===== config.mk =====
export PLATFORM = sky130hd
export DESIGN_NAME = frac_n_word_aligner
export DESIGN_NICKNAME = d
export VERILOG_FILES = /design/src/rtl/fnwa_pkg.sv /design/src/rtl/fnwa_word_pipe.sv /design/src/rtl/fnwa_ctrl.sv /design/src/rtl/frac_n_word_aligner.sv
export SDC_FILE = /design/constraint.sdc
export NUM_CORES = 1
export LEC_CHECK = 0
export BUFFER_PORTS_ARGS = -buffer_cell sky130_fd_sc_hd__buf_4
export CAP_MARGIN = 20
export CORE_ASPECT_RATIO = 0.9
export CORE_MARGIN = 2
export CORE_UTILIZATION = 30
export DETAILED_ROUTE_END_ITERATION = 8
export SLEW_MARGIN = 5
export SYNTH_ARGS = -nofsm -noshare
export SYNTH_HDL_FRONTEND = slang
export SYNTH_HIERARCHICAL = 1
export SYNTH_SLANG_ARGS = --single-unit

===== constraint.sdc =====
create_clock -name clk_i -period 1.7 [get_ports clk_i]
set_clock_uncertainty 0.05 [all_clocks]
set_input_delay 0.255 -clock clk_i [delete_from_list [all_inputs] [get_ports clk_i]]
set_output_delay 0.255 -clock clk_i [all_outputs]
set_load 0.005 [all_outputs]

===== src/rtl/fnwa_pkg.sv =====
package fnwa_pkg;
  localparam int unsigned DEF_INT_W  = 16;
  localparam int unsigned DEF_FRAC_W = 25;
  localparam int unsigned PIPE_DEPTH = 4;
endpackage


===== src/rtl/fnwa_word_pipe.sv =====
module fnwa_word_pipe #(
  parameter int unsigned W     = 16,
  parameter int unsigned DEPTH = 4
) (
  input  logic         clk_i,
  input  logic         rst_ni,
  input  logic         wr_i,
  input  logic [W-1:0] d_i,
  input  logic         flush_i,
  output logic [W-1:0] head_o,
  output logic [W-1:0] tail_o
);
  localparam int unsigned LAST = DEPTH - 1;

  logic [W-1:0] stg [DEPTH];
  logic [W-1:0] nxt_head;

  assign nxt_head = wr_i ? d_i : stg[0];

  always_ff @(posedge clk_i or negedge rst_ni) begin
    if (!rst_ni) begin
      for (int k = 0; k < DEPTH; k++) stg[k] <= '0;
    end else begin
      stg[0] <= nxt_head;
      // flush: every stage takes the staged word so release is seamless
      for (int k = 1; k < DEPTH; k++) stg[k] <= flush_i ? nxt_head : stg[k-1];
    end
  end

  assign head_o = stg[0];
  assign tail_o = stg[LAST];
endmodule


===== src/rtl/fnwa_ctrl.sv =====
module fnwa_ctrl #(
  parameter int unsigned DEPTH = 4
) (
  input  logic clk_i,
  input  logic rst_ni,
  input  logic wr_i,
  input  logic hold_i,
  input  logic pd_i,
  output logic upd_o,
  output logic mod_rst_o,
  output logic load_o
);
  localparam int unsigned LAST = DEPTH - 1;

  logic [DEPTH-1:0] tok_q;

  always_ff @(posedge clk_i or negedge rst_ni) begin
    if (!rst_ni) begin
      tok_q     <= '0;
      mod_rst_o <= 1'b0;
      load_o    <= 1'b0;
    end else begin
      tok_q     <= pd_i ? '0 : {tok_q[DEPTH-2:0], wr_i};
      mod_rst_o <= wr_i & ~hold_i & ~pd_i;
      load_o    <= pd_i;
    end
  end

  assign upd_o = tok_q[LAST];
endmodule


===== src/rtl/frac_n_word_aligner.sv =====
module frac_n_word_aligner
  import fnwa_pkg::*;
#(
  parameter int unsigned INT_W  = DEF_INT_W,
  parameter int unsigned FRAC_W = DEF_FRAC_W
) (
  input  logic              clk_i,
  input  logic              rst_ni,
  input  logic              wr_i,
  input  logic [INT_W-1:0]  int_i,
  input  logic [FRAC_W-1:0] frac_i,
  input  logic              int_dly_i,
  input  logic              mod_rst_hold_i,
  input  logic              pwr_dn_i,
  output logic [INT_W-1:0]  int_o,
  output logic [FRAC_W-1:0] frac_o,
  output logic              upd_o,
  output logic              mod_rst_o,
  output logic              load_o
);
  logic [INT_W-1:0]  int_head, int_tail;
  logic [FRAC_W-1:0] frac_head;

  fnwa_word_pipe #(.W(INT_W), .DEPTH(PIPE_DEPTH)) u_int_pipe (
    .clk_i, .rst_ni, .wr_i, .d_i(int_i), .flush_i(pwr_dn_i),
    .head_o(int_head), .tail_o(int_tail)
  );

  fnwa_word_pipe #(.W(FRAC_W), .DEPTH(PIPE_DEPTH)) u_frac_pipe (
    .clk_i, .rst_ni, .wr_i, .d_i(frac_i), .flush_i(pwr_dn_i),
    .head_o(frac_head), .tail_o(frac_o)
  );

  fnwa_ctrl #(.DEPTH(PIPE_DEPTH)) u_ctrl (
    .clk_i, .rst_ni, .wr_i, .hold_i(mod_rst_hold_i), .pd_i(pwr_dn_i),
    .upd_o, .mod_rst_o, .load_o
  );

  assign int_o = int_dly_i ? int_tail : int_head;

  logic unused_head;
  assign unused_head = ^frac_head;
endmodule


==> flow_summary.html <==
<table>
<tr><th>Metric</th><th>Value</th></tr>
<tr><th colspan="2">Placement</th></tr>
<tr><td>Cells after DPL</td><td>884</td></tr>
<tr><td>IO buf count</td><td>90</td></tr>
<tr><td>Post-detailed-placement half-perimeter wirelength</td><td>8.211 mm</td></tr>
<tr><td>Final RePlAce weighted congestion</td><td>0.7016</td></tr>
<tr><th colspan="2">Drt</th></tr>
<tr><td>Wire length on met1</td><td>6.225 mm</td></tr>
<tr><td>First-pass DRT Iterations</td><td>4</td></tr>
<tr><td>Max Used Layer</td><td>met4</td></tr>
<tr><td>Drt first-iter violations</td><td>202</td></tr>
<tr><td>Wire length per cell</td><td>13.97 um</td></tr>
<tr><td>Routed vias</td><td>3867</td></tr>
<tr><td>Detailed-route vias per instance</td><td>4.185</td></tr>
<tr><td>Aggregate routed wire length</td><td>12.90 mm</td></tr>
<tr><td>ANT nets after route</td><td>0</td></tr>
<tr><td>Sum of met2 wire segment lengths after detailed routing</td><td>5.515 mm</td></tr>
<tr><td>Post-route DRC violation count</td><td>0</td></tr>
<tr><td>Sum of met3 wire segment lengths after detailed routing</td><td>967 um</td></tr>
<tr><th colspan="2">Power</th></tr>
<tr><td>Clock share of power</td><td>38.8%</td></tr>
<tr><td>Net load switching power</td><td>2.354 mW</td></tr>
<tr><td>Reg power frac</td><td>48.7%</td></tr>
<tr><td>Sw frac</td><td>24.67%</td></tr>
<tr><td>Power density over the cells</td><td>1156 mW/mm^2</td></tr>
<tr><td>Peak ir drop on the vdd network</td><td>0.4673 mV</td></tr>
<tr><td>Int Pwr</td><td>7.188 mW</td></tr>
<tr><td>Static Leakage</td><td>3.967 nW</td></tr>
<tr><td>Proportion of power drawn by combinational gates</td><td>12.5%</td></tr>
<tr><th colspan="2">STA</th></tr>
<tr><td>Worst slew margin</td><td>70.53%</td></tr>
<tr><td>Upper clock frequency limit</td><td>640.8 MHz</td></tr>
<tr><td>Final worst hold slack</td><td>0.01890 ns</td></tr>
<tr><td>Number of endpoints with negative hold slack in the final report</td><td>0</td></tr>
<tr><td>Period Utilization, post-route</td><td>91.80%</td></tr>
<tr><td>Clock period minus worst slack</td><td>1.561 ns</td></tr>
<tr><td>Count of pins over their slew limit</td><td>0</td></tr>
<tr><td>RSZ-0062 raised after global routing</td><td>no</td></tr>
<tr><td>Transition at the pin with the smallest max-transition slack</td><td>0.4420 ns</td></tr>
<tr><td>Total Negative Setup Slacks</td><td>0 ns</td></tr>
<tr><td>Final setup violation count</td><td>0</td></tr>
<tr><th colspan="2">Global routing</th></tr>
<tr><td>Gr usage total</td><td>11.09%</td></tr>
<tr><td>Initial antenna violation count</td><td>1</td></tr>
<tr><td>Wire length of the first global-routing pass</td><td>20.76 mm</td></tr>
<tr><td>GRT Residual Overflow</td><td>0</td></tr>
<tr><td>Largest net degree at the start of global routing</td><td>97</td></tr>
<tr><td>Via count of the first global-routing pass</td><td>3974</td></tr>
<tr><th colspan="2">Floorplan</th></tr>
<tr><td>Full die area</td><td>0.02465 sq mm</td></tr>
<tr><td>Std-Cell Rows</td><td>53</td></tr>
<tr><td>I/O pin cnt</td><td>91</td></tr>
<tr><td>Die width</td><td>165.3 um</td></tr>
<tr><td>Die Y-Extent</td><td>149.2 um</td></tr>
<tr><td>Initial core utilization</td><td>30.35%</td></tr>
<tr><td>CORE AREA</td><td>0.02314 sq mm</td></tr>
<tr><th colspan="2">Setup path</th></tr>
<tr><td>R2R Path Start</td><td>u_int_pipe/head_o[9]$_DFF_PN0_</td></tr>
<tr><td>Kind of launch point of the worst setup path</td><td>flop</td></tr>
<tr><td>CP Launch Point</td><td>u_int_pipe/head_o[6]$_DFF_PN0_</td></tr>
<tr><td>Crit path max-delay cell type</td><td>dfrtp_1</td></tr>
<tr><td>Cell breakdown of the critical path</td><td>mux2_4 &gt; buf_4</td></tr>
<tr><td>Required time of the critical path</td><td>1.39 ns</td></tr>
<tr><td>Worst stage delay on the critical path</td><td>0.40 ns</td></tr>
<tr><td>Worst setup EP type</td><td>output port</td></tr>
<tr><td>Worst reg-to-reg setup slack</td><td>0.75 ns</td></tr>
<tr><td>Maximum fanout count along the critical path</td><td>3</td></tr>
<tr><td>Critical path type</td><td>flop to output port</td></tr>
<tr><td>Arrival time of the worst setup path</td><td>1.26 ns</td></tr>
<tr><th colspan="2">Synthesis</th></tr>
<tr><td>Post-synthesis cell count</td><td>565</td></tr>
<tr><td>Number of nets in the synthesized netlist</td><td>612</td></tr>
<tr><td>Post-Synthesis Mean Instance Area</td><td>12.43 sq um</td></tr>
<tr><td>Post-Syn Area</td><td>0.007023 sq mm</td></tr>
<tr><td>Yosys Warn Count</td><td>6</td></tr>
<tr><th colspan="2">Clock tree</th></tr>
<tr><td>Root Buffer</td><td>clkbuf_16</td></tr>
<tr><td>Cts repair resizes</td><td>0</td></tr>
<tr><td>Sinks on the clock net</td><td>170</td></tr>
<tr><td>Reg clk slew, reported paths</td><td>0.07 ns</td></tr>
<tr><td>Clock Path Buffers</td><td>2</td></tr>
<tr><td>Deepest level of the CTS H-tree</td><td>4</td></tr>
<tr><td>Number of buffers created by CTS</td><td>17</td></tr>
<tr><td>CTS tree</td><td>done</td></tr>
<tr><td>Clock insertion delay at the later pin of the skew report</td><td>0.42 ns</td></tr>
<tr><th colspan="2">Status</th></tr>
<tr><td>Run status</td><td>complete, no violations</td></tr>
<tr><th colspan="2">Min path</th></tr>
<tr><td>Hold Path Class</td><td>primary input to flop</td></tr>
<tr><td>Hold Startpoint</td><td>frac_i[5]</td></tr>
<tr><th colspan="2">Flow run</th></tr>
<tr><td>Number of violations of the max-capacitance limit</td><td>0</td></tr>
<tr><th colspan="2">Layout</th></tr>
<tr><td>FILL cells</td><td>2283</td></tr>
<tr><td>Non-filler cells in the finished layout</td><td>924</td></tr>
<tr><td>Net count reported at finish</td><td>654</td></tr>
<tr><td>Area overhead of the layout relative to synthesis</td><td>17.53%</td></tr>
<tr><td>Fraction of layout instances using a drive strength above 1</td><td>31.13%</td></tr>
<tr><td>Util after Layout</td><td>35.67%</td></tr>
</table>
==> layout make-up <==
type	instances	area (sq um)	area share (%)
multi-input cells	269	1981	24.00
diodes	2	5.005	0.06063
clock inverters	13	118.9	1.440
well taps	302	377.9	4.578
flip-flops and latches	170	4254	51.54
clock buffers	19	442.9	5.366
repair buffers	108	920.9	11.16
inverters	41	153.9	1.864
==> timing repair <==
item	4_1_cts	5_1_grt
hold endpoints to repair	41	0
setup buffers	0	0
hold buffers	6	0
==> power groups by stage <==
stage	Sequential (mW)	Clock (mW)	Combinational (mW)
final	4.64	3.70	1.20
after global routing	4.69	4.01	1.34
after CTS	4.65	3.84	1.22
after detailed placement	4.72	0	1.21
after global placement	4.71	0	1.19
after floorplan	4.67	0	0.900
==> state kept, by name, summed over array words and instances (netlist names) <==
| signal | count |
|---|---|
| u_ctrl/load_o | 1 |
| u_ctrl/mod_rst_o | 1 |
| u_ctrl/tok_q | 4 |
| u_frac_pipe/head_o | 25 |
| u_frac_pipe/stg | 50 |
| u_frac_pipe/tail_o | 25 |
| u_int_pipe/head_o | 16 |
| u_int_pipe/stg | 32 |
| u_int_pipe/tail_o | 16 |
==> path summary, 6_finish.rpt <==
check / end / cells past startpoint
setup / recovery: int_o[6] / 2
hold / removal: u_frac_pipe/stg[55]$_DFF_PN0_ / 2
setup reg to reg: u_int_pipe/stg[25]$_DFF_PN0_ / 2
hold reg to reg: u_ctrl/tok_q[2]$_DFF_PN0_ / 1
max in group asynchronous: u_frac_pipe/stg[39]$_DFF_PN0_ / 3
min in group asynchronous: u_frac_pipe/tail_o[4]$_DFF_PN0_ / 2
==> through the flow <==
step	power, mW	cell area, sq um	setup slack [ns]
2_1_floorplan	5.571	7023	0.5837
3_3_place_gp	5.900	7627	0.2594
3_5_place_dp	5.926	7627	0.2643
4_1_cts	9.709	8249	0.1256
5_1_grt	10.04	8249	0.1083
6_report	9.542	8254	0.1394
==> cells in the final DEF (no fill, tap or decap) <==
| cell | count |
|---|---|
| buf_12 | 7 |
| mux2_2 | 17 |
| nor2b_1 | 4 |
| buf_4 | 93 |
| clkbuf_16 | 17 |
| clkinvlp_4 | 3 |
| buf_6 | 2 |
| nor2_1 | 82 |
| mux2i_1 | 41 |
| nand2_4 | 2 |
| clkbuf_8 | 1 |
| inv_1 | 41 |
| bufinv_16 | 1 |
| nor3b_2 | 1 |
| clkinv_2 | 4 |
| dlygate4sd3_1 | 6 |
| clkinv_4 | 2 |
| inv_8 | 1 |
| clkbuf_1 | 1 |
| mux2_4 | 40 |
| diode_2 | 2 |
| a21oi_1 | 82 |
| inv_6 | 2 |
| dfrtp_1 | 170 |
==> per-layer routing <==
metal  global-route usage [%]  vias up
met5                        0        -
met4                    4.043        0
met3                    4.448       13
met2                    16.08       85
met1                    14.92     1894
li1                         -     1875
==> critical path: cells and delay by family, from the launching register on <==
family	cells	cell delay (ns)
buf+inv	1	0.15
flops	1	0.40
mux	1	0.28
Power figures use the tool's default switching activity.
